--- config.mk ---
export PLATFORM = sky130hd
export DESIGN_NAME = crv_loop_seq
export DESIGN_NICKNAME = d
export VERILOG_FILES = /design/src/rtl/crv_pkg.sv /design/src/rtl/crv_mode_dec.sv /design/src/rtl/crv_elem_eval.sv /design/src/rtl/crv_step_ctr.sv /design/src/rtl/crv_loop_seq.sv
export SDC_FILE = /design/constraint.sdc
export NUM_CORES = 1
export LEC_CHECK = 0
export ABC_AREA = 1
export BUFFER_PORTS_ARGS = -buffer_cell sky130_fd_sc_hd__clkbuf_2
export CAP_MARGIN = 5
export CELL_PAD_IN_SITES_DETAIL_PLACEMENT = 0
export CELL_PAD_IN_SITES_GLOBAL_PLACEMENT = 2
export CORE_UTILIZATION = 33
export CTS_BUF_LIST = sky130_fd_sc_hd__clkbuf_8
export DETAILED_ROUTE_END_ITERATION = 10
export GPL_TIMING_DRIVEN = 1
export PLACE_DENSITY_LB_ADDON = 0.15
export SLEW_MARGIN = 30
export SYNTH_ARGS = -nofsm -noshare
export SYNTH_HDL_FRONTEND = slang
export SYNTH_SLANG_ARGS = --single-unit
--- constraint.sdc ---
create_clock -name clk -period 3 [get_ports clk]
set_input_delay 0.45 -clock clk [delete_from_list [all_inputs] [get_ports clk]]
set_output_delay 0.45 -clock clk [all_outputs]
set_load 0.01 [all_outputs]
--- src/rtl/crv_pkg.sv ---
package crv_pkg;

   typedef enum logic [1:0] {
      CRV_SIMPLE = 2'd0,
      CRV_REDUCE = 2'd1,
      CRV_FF3    = 2'd2,
      CRV_FF5    = 2'd3
   } crv_mode_e;

   typedef struct packed {
      crv_mode_e  mode;
      logic       rev;
      logic       vli;
      logic       inv;
      logic [1:0] tbit;
      logic       dz;
      logic       sz;
      logic       snz;
   } crv_cfg_t;

   function automatic logic [3:0] crv_reduce(input logic [1:0] op,
                                             input logic [3:0] a,
                                             input logic [3:0] b);
      case (op)
         2'b00:   return a | b;
         2'b01:   return a ^ b;
         default: return a & b;
      endcase
   endfunction

   function automatic logic [3:0] crv_red_init(input logic [1:0] op);
      return op[1] ? 4'hF : 4'h0;
   endfunction

endpackage

--- src/rtl/crv_mode_dec.sv ---
module crv_mode_dec
   import crv_pkg::*;
#(
   parameter int IMPL_BIT = 2
) (
   input  logic [4:0] mode_i,
   input  logic       zz_i,
   input  logic       snz_i,
   input  logic       wide_i,
   output crv_cfg_t   cfg_o
);

   localparam logic [1:0] IMPL_SEL = 2'(IMPL_BIT);

   always_comb begin
      cfg_o      = '0;
      cfg_o.inv  = mode_i[2];
      if (!mode_i[3]) begin
         cfg_o.mode = mode_i[2] ? CRV_REDUCE : CRV_SIMPLE;
         cfg_o.rev  = mode_i[4];
         cfg_o.dz   = mode_i[1];
         cfg_o.sz   = mode_i[0];
      end else begin
         cfg_o.vli = mode_i[4];
         cfg_o.snz = snz_i;
         if (wide_i) begin
            cfg_o.mode = CRV_FF5;
            cfg_o.tbit = IMPL_SEL;
            cfg_o.dz   = mode_i[1];
            cfg_o.sz   = mode_i[0];
         end else begin
            cfg_o.mode = CRV_FF3;
            cfg_o.tbit = mode_i[1:0];
            cfg_o.dz   = zz_i;
            cfg_o.sz   = zz_i;
         end
      end
   end

endmodule

--- src/rtl/crv_elem_eval.sv ---
module crv_elem_eval
   import crv_pkg::*;
(
   input  crv_cfg_t   cfg_i,
   input  logic       src_bit_i,
   input  logic       dst_bit_i,
   input  logic [3:0] res_i,
   input  logic [3:0] acc_i,
   input  logic [1:0] op_i,
   output logic       wr_o,
   output logic [3:0] wdata_o,
   output logic       fail_o,
   output logic       acc_upd_o,
   output logic [3:0] acc_nxt_o
);

   logic active;
   logic zap;
   logic pass;
   logic is_ff;

   assign active = src_bit_i & dst_bit_i;
   assign zap    = (~dst_bit_i & cfg_i.dz) | (dst_bit_i & ~src_bit_i & cfg_i.sz);
   assign pass   = res_i[cfg_i.tbit] ^ cfg_i.inv;
   assign is_ff  = (cfg_i.mode == CRV_FF3) || (cfg_i.mode == CRV_FF5);

   always_comb begin
      wr_o      = 1'b0;
      wdata_o   = res_i;
      fail_o    = 1'b0;
      acc_upd_o = 1'b0;
      acc_nxt_o = crv_reduce(op_i, acc_i, res_i);
      if (cfg_i.mode == CRV_REDUCE) begin
         if (active) begin
            acc_upd_o = 1'b1;
            wr_o      = 1'b1;
            wdata_o   = acc_nxt_o;
         end
      end else if (active) begin
         if (is_ff && !pass) begin
            fail_o = 1'b1;
            wr_o   = cfg_i.vli;
         end else begin
            wr_o = 1'b1;
         end
      end else if (zap) begin
         wr_o    = 1'b1;
         wdata_o = {3'b000, cfg_i.snz};
      end
   end

endmodule

--- src/rtl/crv_step_ctr.sv ---
module crv_step_ctr #(
   parameter int VL_W  = 5,
   parameter int IDX_W = 4
) (
   input  logic             clk,
   input  logic             rst_n,
   input  logic             load_i,
   input  logic             adv_i,
   input  logic [VL_W-1:0]  n_i,
   input  logic             rev_i,
   output logic [VL_W-1:0]  cnt_o,
   output logic [IDX_W-1:0] idx_o,
   output logic             last_o
);

   logic [VL_W-1:0] cnt_q;
   logic [VL_W-1:0] pos;

   always_ff @(posedge clk or negedge rst_n) begin
      if (!rst_n) begin
         cnt_q <= '0;
      end else if (load_i) begin
         cnt_q <= '0;
      end else if (adv_i) begin
         cnt_q <= cnt_q + 1'b1;
      end
   end

   assign pos    = rev_i ? (n_i - 1'b1 - cnt_q) : cnt_q;
   assign idx_o  = pos[IDX_W-1:0];
   assign cnt_o  = cnt_q;
   assign last_o = (cnt_q == n_i - 1'b1);

endmodule

--- src/rtl/crv_loop_seq.sv ---
module crv_loop_seq
   import crv_pkg::*;
#(
   parameter int MAX_VL   = 16,
   parameter int IMPL_BIT = 2,
   localparam int VL_W    = $clog2(MAX_VL + 1),
   localparam int IDX_W   = $clog2(MAX_VL)
) (
   input  logic              clk,
   input  logic              rst_n,
   input  logic              start_i,
   input  logic [VL_W-1:0]   vl_i,
   input  logic [4:0]        mode_i,
   input  logic              zz_i,
   input  logic              snz_i,
   input  logic              ff_wide_i,
   input  logic [1:0]        red_op_i,
   input  logic [MAX_VL-1:0] src_mask_i,
   input  logic [MAX_VL-1:0] dst_mask_i,
   input  logic [3:0]        cr_res_i,
   output logic              elem_vld_o,
   output logic [IDX_W-1:0]  elem_idx_o,
   output logic              wr_en_o,
   output logic [IDX_W-1:0]  wr_idx_o,
   output logic [3:0]        wr_data_o,
   output logic [VL_W-1:0]   final_vl_o,
   output logic              done_o
);

   generate
      if (MAX_VL < 2) begin : g_bad_maxvl
         $error("crv_loop_seq: MAX_VL must be at least 2");
      end
      if (IMPL_BIT < 0 || IMPL_BIT > 3) begin : g_bad_bit
         $error("crv_loop_seq: IMPL_BIT must select one of four field bits");
      end
   endgenerate

   localparam logic [VL_W-1:0] MAX_VL_V = VL_W'(MAX_VL);

   crv_cfg_t          cfg_in;
   crv_cfg_t          cfg_q;
   logic              busy_q;
   logic [VL_W-1:0]   n_q;
   logic [MAX_VL-1:0] src_q;
   logic [MAX_VL-1:0] dst_q;
   logic [1:0]        op_q;
   logic [3:0]        acc_q;
   logic [VL_W-1:0]   vl_clamp;
   logic              accept;
   logic [VL_W-1:0]   cnt;
   logic [IDX_W-1:0]  idx;
   logic              last;
   logic              ev_wr;
   logic [3:0]        ev_wdata;
   logic              ev_fail;
   logic              ev_acc_upd;
   logic [3:0]        ev_acc_nxt;

   assign vl_clamp = (vl_i > MAX_VL_V) ? MAX_VL_V : vl_i;
   assign accept   = start_i & ~busy_q;

   crv_mode_dec #(.IMPL_BIT(IMPL_BIT)) u_dec (
      .mode_i (mode_i),
      .zz_i   (zz_i),
      .snz_i  (snz_i),
      .wide_i (ff_wide_i),
      .cfg_o  (cfg_in)
   );

   crv_step_ctr #(.VL_W(VL_W), .IDX_W(IDX_W)) u_ctr (
      .clk    (clk),
      .rst_n  (rst_n),
      .load_i (accept),
      .adv_i  (busy_q),
      .n_i    (n_q),
      .rev_i  (cfg_q.rev),
      .cnt_o  (cnt),
      .idx_o  (idx),
      .last_o (last)
   );

   crv_elem_eval u_eval (
      .cfg_i     (cfg_q),
      .src_bit_i (src_q[idx]),
      .dst_bit_i (dst_q[idx]),
      .res_i     (cr_res_i),
      .acc_i     (acc_q),
      .op_i      (op_q),
      .wr_o      (ev_wr),
      .wdata_o   (ev_wdata),
      .fail_o    (ev_fail),
      .acc_upd_o (ev_acc_upd),
      .acc_nxt_o (ev_acc_nxt)
   );

   assign elem_vld_o = busy_q;
   assign elem_idx_o = idx;

   always_ff @(posedge clk or negedge rst_n) begin
      if (!rst_n) begin
         busy_q     <= 1'b0;
         cfg_q      <= '0;
         n_q        <= '0;
         src_q      <= '0;
         dst_q      <= '0;
         op_q       <= '0;
         acc_q      <= '0;
         wr_en_o    <= 1'b0;
         wr_idx_o   <= '0;
         wr_data_o  <= '0;
         final_vl_o <= '0;
         done_o     <= 1'b0;
      end else begin
         done_o  <= 1'b0;
         wr_en_o <= 1'b0;
         if (accept) begin
            cfg_q <= cfg_in;
            n_q   <= vl_clamp;
            src_q <= src_mask_i;
            dst_q <= dst_mask_i;
            op_q  <= red_op_i;
            acc_q <= crv_red_init(red_op_i);
            if (vl_clamp == '0) begin
               done_o     <= 1'b1;
               final_vl_o <= '0;
            end else begin
               busy_q <= 1'b1;
            end
         end else if (busy_q) begin
            wr_en_o   <= ev_wr;
            wr_idx_o  <= (cfg_q.mode == CRV_REDUCE) ? '0 : idx;
            wr_data_o <= ev_wdata;
            if (ev_acc_upd) begin
               acc_q <= ev_acc_nxt;
            end
            if (ev_fail) begin
               busy_q     <= 1'b0;
               done_o     <= 1'b1;
               final_vl_o <= cnt + VL_W'(cfg_q.vli);
            end else if (last) begin
               busy_q     <= 1'b0;
               done_o     <= 1'b1;
               final_vl_o <= n_q;
            end
         end
      end
   end

endmodule

* After elaboration in Yosys (flattened, before gate mapping)
Index checks and enable logic that the tools add are counted.
** Word-level totals
- Register bits :: 74
- Output and inout port bits :: 20
** Cells by class
- Magnitude comparators :: 3
- Reductions and logical operators :: 11
- Bitwise operators :: 14
- Muxes and demuxes :: 55
- Add/sub/neg operators :: 4
- Equality and inequality tests :: 7
** Operators by type and width (count)
- two-way mux 4 bit :: 11
- two-way mux 5 bit :: 8
- two-way mux 1 bit :: 29
- binary-select mux 1 bit (select 4 bit) :: 2
- one-hot mux 4 bit (2 select lines) :: 1
- two-way mux 2 bit :: 3
- adder 5 x 1 -> 5 bit :: 1
- adder 5 x 1 -> 5 bit (second input constant) :: 1
- AND 1 bit :: 5
- equality test 5 bit :: 1
- > comparator 5 bit (second input constant) :: 1
- logical NOT 5 bit :: 1
- less-than comparator 4 x 5 -> 1 bit (second input constant) :: 1
- subtractor 5 x 1 -> 5 bit (second input constant) :: 1
- AND 4 bit :: 1
- equality test 2 x 1 -> 1 bit (second input constant) :: 2
- equality test 2 bit (second input constant) :: 2
- inverter 1 bit :: 4
- bitwise OR 4 bit :: 1
- AND reduction 2 bit :: 2
- nonzero test 2 bit :: 2
- subtractor 4 bit :: 1
- XOR 4 bit :: 1
- less-than comparator 2 x 3 -> 1 bit (second input constant) :: 1
- 11 further kinds :: 11

* Logic depth before layout (Yosys ltp)
Gate-level depths: netlist of the first run.
- Depth in word-level cells :: 14
- Mapped depth :: 20

* Hierarchy
A second synthesis of the first run with hierarchy kept.
** Second synthesis, totals
- Cell total of the unflattened synthesis :: 571
- Area, all modules :: 4164.0 µm²
** Modules (own cells, without submodules)
- crv_loop_seq :: cells each 392, instances 1, area each 3119.2 µm²
- crv_step_ctr :: cells each 77, instances 1, area each 504.2 µm²
- crv_elem_eval :: cells each 80, instances 1, area each 447.9 µm²
- crv_mode_dec :: cells each 22, instances 1, area each 92.6 µm²

* Worst setup path after synthesis of the first run
OpenSTA, ideal clock, no wires.
- Path kind :: reg2reg
- Start :: register n_q[0]
- End :: register wr_data_o[1]
- Period minus slack after synthesis :: 2.528 ns
- Path buffers :: 0
- Slack :: 0.472 ns
- Stages on the path, launching flop included :: 18
- Arrival :: 2.411 ns
- Cell sequence :: dfrtp_1 inv_1 ha_1 fa_1 nand2_1 nand2_1 a21oi_2 inv_1 nand2_1 nand2_1 nand2_1 nand2_4 nand2_2 nand3_1 nand2_1 nand2_1 nand2_1 nand2_1
** On the way
- Cells in the longest elaborated chain, start to end :: 12
- Elaborated cells between the ends (all ways) :: 18
- Classes of those cells :: 2 x add/sub; 9 x mux; 7 x bitwise
** Ends and longest elaborated chain
- start, declared :: RTL line crv_loop_seq.sv:44 : logic [VL_W-1:0] n_q;
- start signal, assigned :: RTL line crv_loop_seq.sv:119 : n_q <= vl_clamp;
- subtractor 5 x 1 -> 5 bit * :: RTL line crv_step_ctr.sv:29 : assign pos = rev_i ? (n_i - 1'b1 - cnt_q) : cnt_q;
- subtractor 4 bit * :: RTL line crv_step_ctr.sv:29
- two-way mux 4 bit * :: RTL line crv_step_ctr.sv:29
- via elem_idx_o[2] :: RTL line crv_loop_seq.sv:22 : output logic [IDX_W-1:0] elem_idx_o,
- binary-select mux 1 bit (select 4 bit) :: RTL line crv_loop_seq.sv:85 : .src_bit_i (src_q[idx]),
- two-way mux 1 bit (implied by the code) :: RTL line crv_loop_seq.sv:85
- inverter 1 bit :: RTL line crv_elem_eval.sv:23 : assign zap = (~dst_bit_i & cfg_i.dz) | (dst_bit_i & ~src_bit_i & cfg_i.sz);
- AND 1 bit (2 in series) :: RTL line crv_elem_eval.sv:23
- bitwise OR 1 bit :: RTL line crv_elem_eval.sv:23
- two-way mux 4 bit :: RTL line crv_elem_eval.sv:46 : end else if (zap) begin
- two-way mux 4 bit :: RTL line crv_elem_eval.sv:39 : end else if (active) begin
- two-way mux 4 bit * :: RTL line crv_elem_eval.sv:33 : if (cfg_i.mode == CRV_REDUCE) begin
- end signal, assigned :: RTL line crv_loop_seq.sv:133 : wr_data_o <= ev_wdata;
- end, declared :: RTL line crv_loop_seq.sv:25 : output logic [3:0] wr_data_o,
The timed path passes the listed nets; every way through them passes the cells marked *. The select of a mux whose other input is x is not followed.
A chain may end at the register's enable or synchronous reset.

* Worst setup path after layout of the first run
- Start :: register n_q[0]
- End :: output elem_idx_o[3]
** On the way
- Cells in the longest elaborated chain, start to end :: 3
** Ends and longest elaborated chain (RTL line)
- subtractor 5 x 1 -> 5 bit :: crv_step_ctr.sv:29
- subtractor 4 bit :: crv_step_ctr.sv:29
- two-way mux 4 bit :: crv_step_ctr.sv:29
- end, declared :: crv_loop_seq.sv:22
Every way passes these cells.

==> results of run 1 <==
sequential cells by signal, summed over array words and instances, names as in the netlist, 2 cells and up:
name / flops
dst_q: 16
src_q: 16
cfg_q: 10
final_vl_o: 5
n_q: 5
u_ctr.cnt_o: 5
acc_q: 4
wr_data_o: 4
wr_idx_o: 4
op_q: 2
Yosys cell counts:
library cell,n
inv_2,3
fa_1,1
nand2_4,4
o21ai_4,1
nor2_1,36
nand4_1,2
nor3_1,1
nand3_4,1
buf_4,1
nand2_8,1
a31oi_1,3
o21ai_0,40
nand2_1,216
a21oi_2,1
buf_6,3
ha_1,15
inv_4,1
a21oi_1,9
nand3b_1,2
o22ai_1,8
buf_2,1
or2_2,2
nand3_1,55
dfrtp_1,74
xnor2_1,1
o21ai_1,4
inv_1,63
xor2_1,4
nand2_2,8
clkbuf_1,12
power groups by stage:
stage                     Sequential (uW)  Clock, uW  Combinational [uW]
after floorplan                      1740          0                2590
after detailed placement             1810          0                3450
after CTS                            1790        849                3470
after global placement               1800          0                3430
after global routing                 1850        885                4090
final                                1780        821                3550
worst paths after layout:
| kind | to | slack (ns) |
|---|---|---|
| min in group clk | src_q[14] | 0.28 |
| worst min register to register | dst_q[3] | 0.48 |
| worst max-delay path | elem_idx_o[3] | 0.18 |
| worst max register to register | final_vl_o[2] | 0.23 |
| worst min-delay path | final_vl_o[4] | 0.004 |
| max in group asynchronous | op_q[0] | 2.41 |
final cells by class:
type	instances	area [sq um]
repair buffers	84	470.5
inverters	67	256.5
clock buffers	11	151.4
multi-input cells	415	2039
flip-flops and latches	74	1852
well taps	168	210.2
fillers	1319	7178
clock inverters	5	53.80
critical path: stages (launching register included):
cell,delay (ns)
dfrtp_1,0.38
inv_1,0.11
ha_1,0.21
xor2_1,0.19
ha_1,0.31
a21oi_1,0.17
nand2_1,0.09
nand3_1,0.09
nand3_1,0.08
nand2_1,0.19
clkbuf_2,0.18
routing by layer:
layer	wire, microns	track usage (%)	vias up
li1	-	-	1964
met1	5316	23.02	1691
met4	106	3.896	0
met3	383	5.166	9
met2	5016	28.96	61
met5	0	0	-
per-stage QoR:
step                      hold slack (ns)  cell area [sq um]  instances
after floorplan                    0.1544               4207        573
after global placement             0.4570               4753        804
after detailed placement           0.4230               4781        805
after CTS                         0.01027               4986        821
after global routing              0.02350               5034        824
final                            0.004124               5034        824
cell families after synthesis:
group	Yosys count
flip-flops	74
adder cells (fa/ha/maj)	16
XOR/XNOR	5
AO/OA/AOI/OAI	66
AND/OR/NAND/NOR	328
buffers and inverters	84
repair_timing:
action | 4_1_cts | 5_1_grt
buffers inserted | 0 | 3
hold buffers | 0 | 0
resized for setup | 0 | 5
endpoints found under the setup margin | 0 | 15
==> summary.txt, run 1 <==
Status = complete, no violations
RSZ-0062 raised after global routing = no
Die Height = 114.9 microns
Max-slew violation count = 0
Largest net degree at the start of global routing = 49
Synth unique cells = 30
Synth Register Bits = 74
Row count = 40
Layout Skew = 0.01515 ns
Vias in the first global route = 3610
Remaining antenna violation count = 0
Synthesis-to-layout area growth = 19.66%
Hold Path Class = in2async
Net Sw Frac = 48.32%
Crit end category = output pin
Worst reg2reg path depth = 17
Mean Syn Cell Area = 7.341 sq um
Initial antenna violation count = 0
Initial core utilization = 34.45%
P_leak = 0.002741 uW
Synthesized instance count = 573
First-pass DRT Iterations = 4
Synth Area in Adders = 4.938%
Power, Total = 6155 uW
Pwr dens = 1223 nW/um^2
XOR/XNOR share of the synthesized area = 1.041%
Syn nets = 643
Netlist Area Pre-Place = 4207 sq um
Commonest non-fill, non-tap cell in the layout = nand2_1
Die Area = 13200 sq um
I/O Buffers = 73
Area share of and/or/nand/nor cells after synthesis = 33.25%
Layout cell share with drive strength beyond 1 = 18.90%
H-Tree Depth = 3
Final setup viols = 0
Reg2reg start = n_q[0]
WP data required = 2.55 ns
Critical path class = reg2out
Sequential cell area fraction in the yosys report = 44.02%
Post-synthesis compound-gate area fraction = 8.537%
Final setup margin = 0.1832 ns
Num CTS Buffers = 9
ANT cells = 0
Largest family of logic cells by synthesized area = simple AND/OR/NAND/NOR gates
Nets = 721
Root cell of the clock tree = clkbuf_8
Max Fclk = 355.0 MHz
Vias per std cell = 4.521
Pint = 3181 uW
Switching power = 2974 uW
Die width = 114.9 microns
Clock transition at the registers of the reported paths = 0.09 ns
Total grt overflow = 0
All-layer global routing usage = 17.65%
Final Critical Period = 2.817 ns
Critical Path Fanout Max = 6
Final WL = 10.82 mm
Core footprint = 12210 sq um
Max_cap viols = 0
# IOs = 74
Yosys warns = 0
Fin Setup TNS = 0 ns
Place WS = 0.1172 ns
Final Cycle Share = 93.89%
Final Util = 41.22%
Worst-margin pin slew = 0.5543 ns
DP Wirelength = 8.060 mm
Most frequent cells in the layout = nand2_1, dfrtp_1, clkbuf_2
Arr. time, crit path = 2.37 ns
DR vias = 3725
Crit start category = register
Top cells by area, synth = dfrtp_1, nand2_1, nand3_1, inv_1, o21ai_0
VDD IR max = 0.3881 mV
Global-route wire length before repair = 17.88 mm
Remaining DRCs = 0
Synth top area share = 44.02%
CTS tree = done
Avg WL per Cell = 13.13 microns
Largest area contributor in the netlist = dfrtp_1
Combinational Power Share = 57.7%
Max-slew headroom = 62.91%
Clock Latency Late Sink = 0.37 ns
CTS Sinks = 74
Crit. Startpoint = n_q[0]
Placer Congestion = 0.7987
Violation count after the first detailed-routing iteration = 180
Clk buf depth = 2
Mux contribution to synthesized area = 0%
Endpoints failing hold = 0
Clock power share = 13.3%
Reg power frac = 29.0%
No activity file was read; power rests on OpenSTA's default activity.
==> run 2: changes to the inputs <==
Clock period 3 ns to 2.8 ns, I/O delays scaled along.
==> run 2 against run 1 <==
- flip-flop and latch count unchanged
- register-to-register slack worse by 0.12 ns
- cell count up 1.2%
- power up 17%
- clock power up 18%
- hold slack better by 0.046 ns
- setup slack worse by 0.072 ns
- non-clock buffer count up 9
- cell area up 3.6%
- wire length up 1.8%
==> summary.txt, run 2 (synthesized netlist as in run 1, its figures left out) <==
Status = complete, no violations
Global-route wire length before repair = 18.20 mm
Pwr dens = 1385 nW/um^2
CP max stage cell = fa_1
Commonest non-fill, non-tap cell in the layout = nand2_1
Fillers = 1339
H-Tree Depth = 3
Top delay family on crit path = simple AND/OR/NAND/NOR gates
Total grt overflow = 0
Initial antenna violation count = 0
First-pass DRT Iterations = 5
Max-slew headroom = 51.10%
CTS Sinks = 74
Clock transition at the registers of the reported paths = 0.08 ns
Crit end category = register
Die Area = 13200 sq um
Largest regs = dst_q: 16 flops, src_q: 16 flops, cfg_q: 10 flops
CTS tree = done
Vias per std cell = 4.582
Critical path class = reg2reg
Final Critical Period = 2.689 ns
CP cell instances = inv_2, ha_4, fa_1, nand2_2, o21ai_4, buf_6, nand3_1, nand2_1, nand2_1, nand2_1, nand2_2, nand2_4, nand3_4, buf_4, nor2_1, nor2_1, nand2_1, nand2_1
Num CTS Buffers = 9
All-layer global routing usage = 17.94%
Nets = 731
Critical Path Fanout Max = 6
Die Height = 114.9 microns
Max Fclk = 371.9 MHz
I/O Buffers = 73
Placer Congestion = 0.8197
Max-slew violation count = 0
Final setup viols = 0
Synthesis-to-layout area growth = 23.97%
Final Cycle Share = 96.02%
Placed cell area = 4798 sq um
Violation count after the first detailed-routing iteration = 139
Hold Path Class = in2async
Most frequent cells in the layout = nand2_1, dfrtp_1, clkbuf_2
Clock Latency Late Sink = 0.36 ns
RSZ-0062 raised after global routing = yes
Core footprint = 12210 sq um
ANT cells = 0
P_leak = 0.002809 uW
Clk buf depth = 2
Initial core utilization = 34.45%
Layout cell share with drive strength beyond 1 = 21.92%
Worst Path Buf+Inv = 3
DR vias = 3821
Crit-path most repeated cell = nand2_1
Die width = 114.9 microns
WP data required = 3.05 ns
Final WL = 11.02 mm
Row count = 40
CP max stage delay = 0.52 ns
DP Wirelength = 7.970 mm
Final instance area = 5215 sq um
Remaining DRCs = 0
Max_cap viols = 0
VDD IR max = 0.4321 mV
Largest net degree at the start of global routing = 75
# IOs = 74
# hold bufs at CTS = 0
Layout Skew = 0.01373 ns
Vias in the first global route = 3743
Final Util = 42.70%
Endpoints failing hold = 0
Avg WL per Cell = 13.21 microns
Crit start category = register
Root cell of the clock tree = clkbuf_8
Remaining antenna violation count = 0
Worst-margin pin slew = 0.7335 ns
Arr. time, crit path = 2.94 ns
-- run 2: cell count changes in the layout (fill, tap and decap cells not counted), sizes merged --
| cell | delta |
|---|---|
| nand3 | +1 |
| bufinv | +1 |
| clkinv | +1 |
| clkinvlp | -2 |
| buf | +9 |
-- run 2: worst register-to-register path, stage by stage (launching register included) --
cell and delay [ns]:
dfrtp_1 0.41, inv_2 0.09, ha_4 0.21, fa_1 0.52, nand2_2 0.07, o21ai_4 0.15
buf_6 0.15, nand3_1 0.07, nand2_1 0.06, nand2_1 0.04, nand2_1 0.08, nand2_2 0.07
nand2_4 0.14, nand3_4 0.13, buf_4 0.17, nor2_1 0.08, nor2_1 0.05, nand2_1 0.05
nand2_1 0.04
-- run 2: metal layers --
| metal | GRT usage [%] | vias up | wire (microns) |
|---|---|---|---|
| met5 | 0 | - | 0 |
| met1 | 23.32 | 1768 | 5304 |
| met4 | 7.619 | 0 | 159 |
| met3 | 3.216 | 10 | 349 |
| met2 | 29.40 | 62 | 5202 |
| li1 | - | 1981 | - |
-- run 2: repair_timing --
action	4_1_cts	5_1_grt
endpoints found under the setup margin	11	18
pin swaps	0	7
resized for setup	4	21
gates cloned	0	1
buffers inserted	0	7
-- run 2: final timing paths --
| kind | start | to | slack (ns) | depth (start not counted) |
|---|---|---|---|---|
| hold / removal | rst_n | final_vl_o[1] | 0.05 | 1 |
| min in group clk | dst_mask_i[10] | dst_q[10] | 0.25 | 3 |
| setup / recovery | n_q[0] | final_vl_o[2] | 0.11 | 18 |
| setup reg to reg | n_q[0] | final_vl_o[2] | 0.11 | 18 |
| hold reg to reg | dst_q[2] | dst_q[2] | 0.47 | 2 |
| max in group asynchronous | rst_n | n_q[4] | 2.19 | 1 |
-- run 2: where the power goes --
group	internal, uW	switching, uW
Sequential	1580	330
Combinational	1690	2660
Clock	548	420
-- run 2: cell type report --
type | count | area, sq um | share of cell area, %
multi-input cells | 416 | 2138 | 41.00
flip-flops and latches | 74 | 1852 | 35.51
repair buffers | 93 | 529.3 | 10.15
inverters | 67 | 256.5 | 4.918
well taps | 168 | 210.2 | 4.031
clock buffers | 11 | 151.4 | 2.903
clock inverters | 5 | 77.57 | 1.488
-- run 2: per-stage QoR --
step	TNS, ns	hold slack, ns	cells	worst slack (ns)	total power, uW
3_3_place_gp	0	0.4583	810	0.05870	5727
2_1_floorplan	0	0.1244	573	0.2719	4637
6_report	0	0.05028	834	0.1113	7223
5_1_grt	-0.1839	0.1368	834	-0.05011	7986
3_5_place_dp	-0.3954	0.4583	810	-0.08187	5775
4_1_cts	0	0.2284	826	0.03850	6833
